$ cat config.mk
export PLATFORM = sky130hd
export DESIGN_NAME = sia_agen
export DESIGN_NICKNAME = d
export VERILOG_FILES = /design/src/rtl/sia_pkg.sv /design/src/rtl/sia_ea_calc.sv /design/src/rtl/sia_form_check.sv /design/src/rtl/sia_out_stage.sv /design/src/rtl/sia_agen.sv
export SDC_FILE = /design/constraint.sdc
export NUM_CORES = 1
export LEC_CHECK = 0
export ABC_AREA = 1
export BUFFER_PORTS_ARGS = -buffer_cell sky130_fd_sc_hd__buf_4
export CAP_MARGIN = 20
export CORE_MARGIN = 3
export CORE_UTILIZATION = 40
export DETAILED_ROUTE_END_ITERATION = 10
export PLACE_DENSITY = 0.71
export SYNTH_ARGS = -nofsm -noshare
export SYNTH_HDL_FRONTEND = slang
export SYNTH_SLANG_ARGS = --single-unit
$ cat constraint.sdc
create_clock -name clk -period 0.8 [get_ports clk]
set_input_delay 0.04 -clock clk [delete_from_list [all_inputs] [get_ports clk]]
set_output_delay 0.04 -clock clk [all_outputs]
set_load 0.05 [all_outputs]
$ cat src/rtl/sia_pkg.sv
package sia_pkg;
  localparam int unsigned KIND_W = 4;

  typedef enum logic [KIND_W-1:0] {
    K_BYTE_Z  = 4'd0,
    K_HALF_Z  = 4'd1,
    K_HALF_S  = 4'd2,
    K_WORD_Z  = 4'd3,
    K_WORD_S  = 4'd4,
    K_DBL     = 4'd5,
    K_HALF_SW = 4'd6,
    K_WORD_SW = 4'd7,
    K_DBL_SW  = 4'd8
  } ld_kind_e;

  localparam logic [KIND_W-1:0] KIND_LAST = 4'd8;

  // Scaled address sum: shift is always field + 1, addition wraps.
  function automatic logic [63:0] scaled_sum(input logic [63:0] base,
                                             input logic [63:0] idx,
                                             input int unsigned sh);
    return base + (idx << (sh + 1));
  endfunction

  // Update forms that also reject a base equal to the destination.
  function automatic logic rejects_alias(input logic [KIND_W-1:0] k);
    return (k == K_HALF_S) || (k == K_WORD_S) || (k == K_WORD_Z) || (k == K_DBL);
  endfunction

  // Kinds with no update form at all.
  function automatic logic no_update_kind(input logic [KIND_W-1:0] k);
    return (k >= K_HALF_SW);
  endfunction
endpackage

$ cat src/rtl/sia_ea_calc.sv
module sia_ea_calc #(
  parameter int unsigned XLEN = 64,
  parameter int unsigned REGW = 5,
  parameter int unsigned SHW  = 2
) (
  input  logic            upd_form,
  input  logic [REGW-1:0] ra_sel,
  input  logic [XLEN-1:0] ra_val,
  input  logic [XLEN-1:0] rb_val,
  input  logic [SHW-1:0]  sh_amt,
  output logic [XLEN-1:0] ea_o
);
  import sia_pkg::*;

  logic            base_is_zero;
  logic [XLEN-1:0] base;
  logic [63:0]     sum64;

  assign base_is_zero = !upd_form && (ra_sel == '0);
  assign base         = base_is_zero ? '0 : ra_val;
  assign sum64        = scaled_sum(64'(base), 64'(rb_val), int'(unsigned'(sh_amt)));
  assign ea_o         = sum64[XLEN-1:0];
endmodule

$ cat src/rtl/sia_form_check.sv
module sia_form_check #(
  parameter int unsigned REGW = 5
) (
  input  logic                        in_valid,
  input  logic [sia_pkg::KIND_W-1:0]  ld_kind,
  input  logic                        upd_form,
  input  logic [REGW-1:0]             ra_sel,
  input  logic [REGW-1:0]             rt_sel,
  output logic                        bad_o,
  output logic                        wb_o,
  output logic [REGW-1:0]             wb_reg_o
);
  import sia_pkg::*;

  logic kind_unknown;
  logic upd_ra_zero;
  logic upd_alias;
  logic upd_illegal_kind;
  logic raw_bad;

  assign kind_unknown     = ld_kind > KIND_LAST;
  assign upd_ra_zero      = upd_form && (ra_sel == '0);
  assign upd_alias        = upd_form && (ra_sel == rt_sel) && rejects_alias(ld_kind);
  assign upd_illegal_kind = upd_form && no_update_kind(ld_kind);
  assign raw_bad          = kind_unknown || upd_ra_zero || upd_alias || upd_illegal_kind;

  assign bad_o    = in_valid && raw_bad;
  assign wb_o     = in_valid && upd_form && !raw_bad;
  assign wb_reg_o = wb_o ? ra_sel : '0;
endmodule

$ cat src/rtl/sia_out_stage.sv
module sia_out_stage #(
  parameter int unsigned W       = 8,
  parameter bit          REG_OUT = 1'b1
) (
  input  logic         clk,
  input  logic         rst_n,
  input  logic         vld_i,
  input  logic [W-1:0] dat_i,
  output logic         vld_o,
  output logic [W-1:0] dat_o
);
  generate
    if (REG_OUT) begin : g_reg
      always_ff @(posedge clk or negedge rst_n) begin
        if (!rst_n) begin
          vld_o <= 1'b0;
          dat_o <= '0;
        end else begin
          vld_o <= vld_i;
          dat_o <= vld_i ? dat_i : '0;
        end
      end
    end else begin : g_pass
      assign vld_o = vld_i;
      assign dat_o = vld_i ? dat_i : '0;
    end
  endgenerate
endmodule

$ cat src/rtl/sia_agen.sv
module sia_agen #(
  parameter int unsigned XLEN    = 64,
  parameter int unsigned REGW    = 5,
  parameter int unsigned SHW     = 2,
  parameter bit          REG_OUT = 1'b1
) (
  input  logic                       clk,
  input  logic                       rst_n,
  input  logic                       in_valid,
  input  logic [sia_pkg::KIND_W-1:0] ld_kind,
  input  logic                       upd_form,
  input  logic [REGW-1:0]            ra_sel,
  input  logic [REGW-1:0]            rt_sel,
  input  logic [XLEN-1:0]            ra_val,
  input  logic [XLEN-1:0]            rb_val,
  input  logic [SHW-1:0]             sh_amt,
  output logic                       out_valid,
  output logic [XLEN-1:0]            ea,
  output logic                       wb_en,
  output logic [REGW-1:0]            wb_reg,
  output logic                       bad_form
);
  localparam int unsigned PW = XLEN + REGW + 2;

  // Named internal events, visible to the bound checker.
  logic [XLEN-1:0] pre_ea;
  logic            pre_bad;
  logic            pre_wb;
  logic [REGW-1:0] pre_wb_reg;
  logic [PW-1:0]   pay_in;
  logic [PW-1:0]   pay_out;

  sia_ea_calc #(.XLEN(XLEN), .REGW(REGW), .SHW(SHW)) ea_i (
    .upd_form (upd_form),
    .ra_sel   (ra_sel),
    .ra_val   (ra_val),
    .rb_val   (rb_val),
    .sh_amt   (sh_amt),
    .ea_o     (pre_ea)
  );

  sia_form_check #(.REGW(REGW)) form_i (
    .in_valid (in_valid),
    .ld_kind  (ld_kind),
    .upd_form (upd_form),
    .ra_sel   (ra_sel),
    .rt_sel   (rt_sel),
    .bad_o    (pre_bad),
    .wb_o     (pre_wb),
    .wb_reg_o (pre_wb_reg)
  );

  assign pay_in = {pre_ea, pre_wb, pre_wb_reg, pre_bad};

  sia_out_stage #(.W(PW), .REG_OUT(REG_OUT)) stage_i (
    .clk   (clk),
    .rst_n (rst_n),
    .vld_i (in_valid),
    .dat_i (pay_in),
    .vld_o (out_valid),
    .dat_o (pay_out)
  );

  assign {ea, wb_en, wb_reg, bad_form} = pay_out;
endmodule

# Yosys cells after proc, flatten, opt, wreduce, memory -nomap -nowiden
# Cells that the tools add are included.
[op_classes]
addsub = 2
order_cmp = 2
n_eq_ne = 5
n_shift = 1
mux = 3
reduce_logical = 17
[ops]
columns = ["cell", "n"]
rows = [
  ["$mux 71", 1],
  ["$add 64x64->64", 1],
  ["$mux 64", 1],
  ["$shl 64x32->64", 1],
  ["$eq 4x2->1 const B", 2],
  ["$eq 4x3->1 const B", 2],
  ["$logic_and 1x1->1", 8],
  ["$logic_or 1x1->1", 6],
  ["$eq 5x5->1", 1],
  ["$logic_not 5->1", 1],
  ["$mux 5", 1],
  ["$ge 4x3->1 const B", 1],
  ["$gt 4x4->1 const B", 1],
  ["$add 2x1->3 const B", 1],
  ["$logic_not 1->1", 2],
]
[totals]
regBits = 72
output_inout_bits = 72
word_cells = 32

# Longest topological paths before layout
# Gate-level depths: netlist (run 1).
[logic_depth]
depth_word = 11
ltp_mapped = 22
depth_no_buf = 21

# Hierarchy
# Synthesis (run 1) repeated with hierarchy kept, for this count alone.
[hier_totals]
hier_cells = 2103
hier_area_um2 = 11263.3
[by_module_without_submodules]
columns = ["mod", "n_inst", "cells_each", "area_per_inst_um2", "seq_area_each_um2"]
rows = [
  ["sia_ea_calc", 1, 1830, 8619.5, 0.0],
  ["sia_out_stage", 1, 222, 2421.1, 1801.7],
  ["sia_form_check", 1, 51, 222.7, 0.0],
]

# Least setup slack after synthesis (run 1)
# OpenSTA, ideal clock, no wires.
[synth_path]
path_kind = "input -> register"
from = "input sh_amt[0]"
to = "register stage_i.dat_o[69]"
setup_ps = 119
t_arrival_ps = 2470
required_time_ps = 681
setup_slack_ps = -1789
stages = 20
path_buffers = 2
cell_sequence = "ha_1 clkinv_1 buf_2 buf_1 nand2_1 nor2_1 inv_1 fa_1 inv_1 nand3_1 inv_1 nand2_1 nand3_1 nand2_1 nand2_1 nand2_1 nand2_2 nand2_1 a21oi_1 nor2_1"
[synth_via]
elab_chain_cells = 4
[synth_rtl]
columns = ["element", "line_no", "rtl"]
rows = [
  ["from (decl)", "sia_agen.sv:16", "input logic [SHW-1:0] sh_amt,"],
  ["$add 2x1->3", "sia_pkg.sv:22", "return base + (idx << (sh + 1));"],
  ["$shl 64x32->64", "sia_pkg.sv:22", ""],
  ["$add 64x64->64", "sia_pkg.sv:22", ""],
  ["$mux 71", "sia_out_stage.sv:20", "dat_o <= vld_i ? dat_i : '0;"],
  ["to (signal assigned)", "sia_out_stage.sv:20", ""],
  ["to (decl)", "sia_out_stage.sv:10", "output logic [W-1:0] dat_o"],
]
# Every way passes these cells.

# Worst setup path after layout (run 1)
[layout_path]
from = "input sh_amt[0]"
to = "register stage_i.dat_o[60]"
# The elaborated chain is that of the path after synthesis.

==> results of run 1 <==
==> sequential cells by signal, summed over array words and instances, names as in the netlist <==
signal,count
stage_i.dat_o,71
stage_i.vld_o,1
==> layer usage <==
layer | share of wire, % | GRT usage (%) | vias up
met5 | 0 | 0 | -
met4 | 3.9 | 10.9 | 0
met2 | 46 | 52.1 | 694
li1 | - | - | 7162
met1 | 42 | 44.3 | 7015
met3 | 7.8 | 4.60 | 129
==> kinds of logic after synthesis <==
kind of cell,after synthesis,share of synthesized area (%)
mux,4,0.378
simple gates,1232,48.2
flops,72,17.0
compound gates,189,9.19
buf+inv,458,16.4
fa+ha+maj,65,7.75
xor+xnor,13,1.07
==> what timing repair did <==
item / in CTS / in global routing
cloned: 4 / 3
endpoints found under the hold margin: 74 / 1
setup endpoints to repair: 142 / 143
pin swaps: 127 / 184
resized for setup: 470 / 474
setup buffers: 32 / 33
==> placed cells by master (no fill, tap or decap), drive strengths merged <==
cell         instances
o21bai               5
dfrtp               72
nand3              210
inv                410
nand2b               1
nor3                17
clkinv               3
and2                 3
o21a                 1
nand2              761
o211ai               1
or2                  2
fa                   1
ha                  64
o21ai               91
mux2i                4
dlygate4sd3          2
a211oi               2
nand4               11
o22ai                1
o41ai                1
a21oi               87
xnor2               12
bufinv               1
clkinvlp             1
and3                 5
nor2               213
buf                499
nor4                 5
nand3b               4
clkbuf              12
xor2                 1
==> worst max-delay path by stage <==
stage	from	endpoint	slack, ps
6_report	sh_amt[0]	stage_i.dat_o[60]	-1600
5_1_grt	sh_amt[0]	stage_i.dat_o[60]	-1700
4_1_cts	sh_amt[0]	stage_i.dat_o[46]	-1540
3_5_place_dp	sh_amt[0]	stage_i.dat_o[41]	-2180
3_3_place_gp	sh_amt[0]	stage_i.dat_o[36]	-2210
2_1_floorplan	sh_amt[1]	stage_i.dat_o[66]	-1350
==> worst max-delay path: cells and delay by family <==
| kind | cells | cell delay (ps) |
|---|---|---|
| AOI/OAI and AO/OA | 1 | 240 |
| buffers and inverters | 6 | 730 |
| adders and majority gates | 2 | 560 |
| and+or+nand+nor | 14 | 1100 |
==> per-stage QoR <==
| step | hold WS (ps) | setup slack, ps |
|---|---|---|
| 2_1_floorplan | -256 | -1350 |
| 6_report | -55.1 | -1600 |
| 3_5_place_dp | -63.4 | -2180 |
| 4_1_cts | -46.5 | -1540 |
| 5_1_grt | -38.5 | -1700 |
| 3_3_place_gp | -66.0 | -2210 |
==> power by group through the flow <==
stage | Sequential (mW) | Combinational (mW) | Clock, mW
2_1_floorplan | 6.99 | 8.38 | 0
3_3_place_gp | 4.62 | 17.9 | 0
3_5_place_dp | 4.62 | 18.0 | 0
4_1_cts | 4.61 | 21.7 | 4.49
5_1_grt | 4.73 | 27.4 | 4.63
6_report | 4.68 | 25.9 | 4.49
==> layout make-up <==
class	count	area (um^2)
timing repair buffer	503	4540
clock inverter	6	75.1
sequential	72	1800
timing repair inverter	2	27.5
tap	330	413
multi-input combinational	1503	10700
fill	1977	6270
clock buffer	10	239
inverter	407	1550
==> metrics.txt, run 1 <==
slew at the pin with the worst max-slew slack roughly 380 ps; synthesized netlist cell count about 2000; total clock buffers created by CTS 9; hold slack -55.1 ps; half-perimeter wire length after detailed placement approximately 38000 um; violations in the final reports hold timing, setup timing; final instance area approximately 19000 um^2; most common cell in the synthesized netlist sky130_fd_sc_hd__nand2_1; per-cell routed wire length 18.2 um; Final Total Pwr 35.1 mW; minimum period implied by the final worst setup slack 2400 ps; Core Region 25600 um^2; cell breakdown of the critical path buf_8 > ha_4 > buf_12 > clkinv_8 > buf_8 > nand3_2 > nand2_4 > o21ai_4 > ha_4 > nand2_1 > nand2_2 > nand2_1 > nand2_1 > inv_1 > nand2_2 > buf_4 > nand2_1 > nand2_1 > nand2_1 > nand3_1 > nand2_1 > nand2_2 > nor2_2; pin count of the biggest net entering global routing 51; headroom to the max-slew limit between 70% and 80%; total number of clock tree sinks 72; Netlist cell types 38; nets in the synthesized netlist 2246; clock root buffer sky130_fd_sc_hd__clkbuf_16; internal power component ~18 mW; upper clock frequency limit between 0.4 and 0.5 GHz; number of placed instances, taps included roughly 2700; Hold WC Path Type input port to register; worst setup path class input port to register; CP peak stage delay just under 300 ps; number of endpoints failing setup at the final stage ~140; library cell with the largest summed area after synthesis sky130_fd_sc_hd__nand2_1; 1st-pass router iterations 7; cell with the largest stage delay on the worst path sky130_fd_sc_hd__ha_4; total of flip-flops plus latches after synthesis 72; most numerous cell on the critical path sky130_fd_sc_hd__nand2_1; number of H-tree branching levels 3; final-report hold violation count 1; Die X-Extent ~170 um; sort of element at the end of the critical path register; Ys Warns 0; Total Wirelength ~52000 um; sequential group share of total power 13.3%; outcome complete, but fails checks; number of global-route vias before repair around 14000; element type at the critical path start input port; leading cell types by count after synthesis 750 x sky130_fd_sc_hd__nand2_1, 404 x sky130_fd_sc_hd__inv_1, 205 x sky130_fd_sc_hd__nand3_1; P&R area growth vs syn 82.6%; drt first-iter violations about 1200; number of antenna violations at the first check in global routing 0; reported net switching power around 18 mW; Post-synth EDFFs 0; number of remaining DRC errors 0; unrepaired setup endpoints after global routing true; fraction of post-synthesis cell area in the top cell type by area about a quarter; proportion of layout cells with a drive suffix above 1 a little under half; final instance count without filler cells roughly 2800; top area cells in the synthesized netlist sky130_fd_sc_hd__nand2_1 27%, sky130_fd_sc_hd__dfrtp_1 17%, sky130_fd_sc_hd__inv_1 14%; worst voltage drop across the vdd grid between 0.0015 and 0.002 V; placement row count between 50 and 60; Top FF cell, synth sky130_fd_sc_hd__dfrtp_1; initial core utilization 41.4%; y dimension of the die approximately 170 um; Static Leakage 10.4 nW; maximum buffer depth of the clock tree 2; utilization after layout about three quarters; routability congestion estimate approximately 0.97; number of hold buffers added after cts 2; post-route fraction of the period consumed by the critical path 300%; Switching Fraction about 50%; remaining number of nets flagged by the antenna check after routing 0; source of the worst hold timing path ld_kind[3]; overflow left after global routing 0; part of the power in the clock network 12.8%; all-layer global routing usage 32.3%; Sum Neg Setup Slack -99540 ps; vias per inst ~5.3; die area ~28000 um^2; net count reported at finish approximately 2700; worst-path fanout max 7; endpoint arrival time on the critical path 2700 ps; Max Cap Viol 0; number of port buffers 219; TritonCTS clock tree yes; required time of the critical path between 1000 and 1500 ps; final critical-path setup slack -1600 ps; Top-Level Pins 220; Seq/Total Area, Yosys around 17%; total standard cell area after synthesis 10600 um^2; first-pass GRT wire length 72700 um; capture endpoint of the worst hold path stage_i.dat_o[0]; via count 15000; Inserted Diodes 0; areal power density over the cells 1810 nW/um^2; area of placed instances between 10000 and 15000 um^2; Min-Delay Path Depth 3; clk slew on worst S/H paths ~70 ps; Max Transition Viols Final 0; syn avg cell area around 5.2 um^2; post-synthesis async set-or-reset flop share 100%; proportion of power drawn by combinational gates between 70% and 80%
Power figures use the tool's default switching activity.
==> run 2, diff against run 1 <==
- ABC_AREA: 1 -> 0
- CELL_PAD_IN_SITES_DETAIL_PLACEMENT: unset -> 0
- CELL_PAD_IN_SITES_GLOBAL_PLACEMENT: unset -> 2
- CORE_UTILIZATION: 40 -> 35
- PLACE_DENSITY: 0.71 -> 0.94
- clock period: 0.8 -> 2.82 ns (I/O delays scaled with it)
==> metrics.txt, run 2 <==
number of port buffers 219 (unchanged); Inserted Diodes 0 (unchanged); total clock buffers created by CTS 9 (unchanged); clk slew on worst S/H paths 70 ps (about the same); violations in the final reports setup timing (was hold timing, setup timing); Seq/Total Area, Yosys 20.4% (was 17.0%); cell breakdown of the critical path buf_8 > ha_4 > buf_6 > buf_6 > mux2_4 > mux4_2 > ha_4 > a21oi_4 > inv_2 > o31a_4 > nor3_4 > o211ai_2 > a311oi_4 > o21bai_2 > buf_4 > xor2_2 > and2_1 (was buf_8 > ha_4 > buf_12 > clkinv_8 > buf_8 > nand3_2 > nand2_4 > o21ai_4 > ha_4 > nand2_1 > nand2_2 > nand2_1 > nand2_1 > inv_1 > nand2_2 > buf_4 > nand2_1 > nand2_1 > nand2_1 > nand3_1 > nand2_1 > nand2_2 > nor2_2); overflow left after global routing 0 (unchanged); number of remaining DRC errors 0 (unchanged); final critical-path setup slack -815 ps (was -1600 ps); Top-Level Pins 220 (unchanged); Max Cap Viol 0 (unchanged); largest register by flop count stage_i.dat_o (unchanged); fill count 2102 (was 1977); top sig layer met4 (unchanged); vias per inst 5.30 (was 5.29); Top FF cell, synth sky130_fd_sc_hd__dfrtp_1 (unchanged); remaining number of nets flagged by the antenna check after routing 0 (unchanged); die area 27200 um^2 (was 28500 um^2); Hold WC Path Type input port to register (unchanged); final-report hold violation count 0 (was 1); required time of the critical path 3060 ps (was 1100 ps); multiplexer area fraction after synthesis 20.1% (was 0.378%); endpoint arrival time on the critical path 3880 ps (was 2700 ps); leading cell types by count after synthesis 82 x sky130_fd_sc_hd__a21oi_1, 74 x sky130_fd_sc_hd__nor2b_1, 72 x sky130_fd_sc_hd__dfrtp_1, 72 x sky130_fd_sc_hd__nand2_1, 64 x sky130_fd_sc_hd__ha_1 (was 750 x sky130_fd_sc_hd__nand2_1, 404 x sky130_fd_sc_hd__inv_1, 205 x sky130_fd_sc_hd__nand3_1); post-synthesis async set-or-reset flop share 100% (unchanged); Core Region 24500 um^2 (was 25600 um^2); nets in the synthesized netlist 1202 (was 2246); routed metal-1 wirelength 14100 um (was 21600 um); total standard cell area after synthesis 8830 um^2 (was 10600 um^2); worst-path fanout max 6 (was 7); Max Transition Viols Final 0 (unchanged); Ys Warns 0 (unchanged); fraction of the mapped netlist area in simple logic gates 21.4% (was 48.2%); worst path buffer plus inverter count 5 (was 6); registers with the most flip-flops stage_i.dat_o x71, stage_i.vld_o x1 (unchanged); synthesized netlist cell count 989 (was 2033); source of the worst hold timing path ra_sel[2] (was ld_kind[3]); CP peak stage delay 520 ps (was 290 ps); all-layer global routing usage 23.9% (was 32.3%); cell with the largest stage delay on the worst path sky130_fd_sc_hd__mux4_2 (was sky130_fd_sc_hd__ha_4); slew at the pin with the worst max-slew slack 955 ps (was 378 ps); areal power density over the cells 575 nW/um^2 (was 1810 nW/um^2); Largest register FFs 71 (unchanged); syn avg cell area 8.93 um^2 (was 5.21 um^2); Netlist cell types 75 (was 38); main combinational cell family by area after synthesis simple AND/OR/NAND/NOR gates (unchanged); worst voltage drop across the vdd grid 0.000348 V (was 0.00162 V); maximum buffer depth of the clock tree 2 (unchanged); fraction of post-synthesis cell area in the top cell type by area 20.4% (was 26.6%); element type at the critical path start input port (unchanged); worst setup path class input port to register (unchanged); top area cells in the synthesized netlist sky130_fd_sc_hd__dfrtp_1 20%, sky130_fd_sc_hd__mux4_2 12%, sky130_fd_sc_hd__ha_1 9.1% (was sky130_fd_sc_hd__nand2_1 27%, sky130_fd_sc_hd__dfrtp_1 17%, sky130_fd_sc_hd__inv_1 14%); number of H-tree branching levels 3 (unchanged); routed length on met2 16600 um (was 23900 um); sort of element at the end of the critical path register (unchanged); area fraction in compound gates after synthesis 18.1% (was 9.19%); net count reported at finish 1692 (was 2711); final instance count without filler cells 1808 (was 2833); clock root buffer sky130_fd_sc_hd__clkbuf_16 (unchanged); top cell family by delay on the critical path compound AO/OA/AOI/OAI gates (was simple AND/OR/NAND/NOR gates); parity-gate share of the synthesized area counting xor and xnor cells 6.15% (was 1.07%); area of placed instances 13200 um^2 (was 14600 um^2); unrepaired setup endpoints after global routing true (unchanged); number of endpoints failing setup at the final stage 53 (was 143); first-pass GRT wire length 51000 um (was 72700 um); outcome complete, but fails checks (unchanged); number of global-route vias before repair 9711 (was 13900); Crit. Startpoint sh_amt[0] (unchanged); commonest non-fill, non-tap cell in the layout sky130_fd_sc_hd__buf_4 (was sky130_fd_sc_hd__nand2_1); headroom to the max-slew limit 36.4% (was 74.7%); total of flip-flops plus latches after synthesis 72 (unchanged); Post-synth EDFFs 0 (unchanged); routability congestion estimate 0.961 (was 0.970); upper clock frequency limit roughly 0.28 GHz; post-route fraction of the period consumed by the critical path 129%; Die X-Extent 165 um (was 169 um); pin count of the biggest net entering global routing 73 (was 51); number of placed instances, taps included 1742 (was 2746); TritonCTS clock tree yes (unchanged); Final Total Pwr 8.58 mW (was 35.1 mW); y dimension of the die 165 um (was 169 um); half-perimeter wire length after detailed placement 26200 um (was 38100 um); placement row count 57 (was 58); initial core utilization 36.0% (was 41.4%); Static Leakage 6.84 nW (was 10.4 nW); total number of clock tree sinks 72 (unchanged); minimum period implied by the final worst setup slack 3640 ps; 1st-pass router iterations 5 (was 7); P&R area growth vs syn 68.9% (was 82.6%); most used cells in the layout excluding fill and tap cells 499 x sky130_fd_sc_hd__buf_4, 74 x sky130_fd_sc_hd__nor2b_1, 72 x sky130_fd_sc_hd__dfrtp_1 (was 508 x sky130_fd_sc_hd__nand2_1, 371 x sky130_fd_sc_hd__buf_4, 362 x sky130_fd_sc_hd__inv_1); final instance area 14900 um^2 (was 19300 um^2); proportion of layout cells with a drive suffix above 1 56.1% (was 47.9%); Total Wirelength 33900 um (was 51600 um); drt first-iter violations 582 (was 1209); library cell with the largest summed area after synthesis sky130_fd_sc_hd__dfrtp_1 (was sky130_fd_sc_hd__nand2_1); number of antenna violations at the first check in global routing 0 (unchanged); via count 9589 (was 15000); met3 wire len 2460 um (was 4020 um); per-cell routed wire length 18.8 um (was 18.2 um); most common cell in the synthesized netlist sky130_fd_sc_hd__a21oi_1 (was sky130_fd_sc_hd__nand2_1); adder-cell share of the synthesized area 9.29% (was 7.75%)
[run 2: tightest hold or removal path, delay by kind of cell]
| kind | cells | cell delay, ps |
|---|---|---|
| simple gates | 1 | 100 |
| buf+inv | 2 | 190 |
[run 2: final cells by class]
cell class,instances,area (um^2),share of cell area [%]
flip-flops and latches,72,1800,12.1
multi-input cells,835,7980,53.5
repair buffers,540,4310,28.9
clock buffers,9,225,1.51
inverters,21,80.1,0.537
clock inverters,7,120,0.805
well taps,324,405,2.72
[run 2: what timing repair did]
action / 4_1_cts / 5_1_grt
setup buffers: 21 / 29
setup endpoints to repair: 51 / 54
pin swaps: 29 / 70
cloned: 2 / 2
gates resized for setup: 94 / 92
hold buffers: 1 / 0
hold endpoints to repair: 57 / 0
[run 2: final timing paths]
| path | slack [ps] | to | depth (start not counted) |
|---|---|---|---|
| setup / recovery | -820 | stage_i.dat_o[59] | 17 |
| max in group asynchronous | 1710 | stage_i.dat_o[67] | 2 |
| min in group asynchronous | 490 | stage_i.dat_o[29] | 2 |
| hold / removal | 100 | stage_i.dat_o[3] | 3 |
[run 2: metal layers]
metal | vias to the layer above | track usage, %
met5 | - | 0
met4 | 0 | 6.21
met2 | 323 | 40.2
met3 | 44 | 4.92
li1 | 4584 | -
met1 | 4638 | 31.3
[run 2: per-stage QoR]
step | setup TNS (ps) | setup WS (ps) | util, % | hold slack [ps]
2_1_floorplan | -24910 | -903 | - | -155
3_3_place_gp | -47620 | -1210 | 54.0 | 338
3_5_place_dp | -50530 | -1330 | 54.0 | 358
4_1_cts | -26340 | -867 | 58.2 | 93.4
5_1_grt | -35230 | -941 | 60.8 | 102
6_report | -28200 | -815 | 60.8 | 101
[run 2: kinds of logic (layout without fill, tap and decap cells)]
logic type / after synthesis / after routing
XOR/XNOR: 62 / 62
adder cells (fa/ha/maj): 65 / 65
buffers and inverters: 82 / 577
flip-flops: 72 / 72
AO/OA/AOI/OAI: 247 / 247
multiplexers: 113 / 113
AND/OR/NAND/NOR: 348 / 348
[run 2: where the power goes]
part	internal [mW]	leakage [nW]	switching [mW]	total, mW
combinational	2.82	5.74	3.04	5.86
sequential	1.25	0.931	0.0710	1.33
clock	0.867	0.166	0.526	1.39
total	4.94	6.84	3.64	8.58
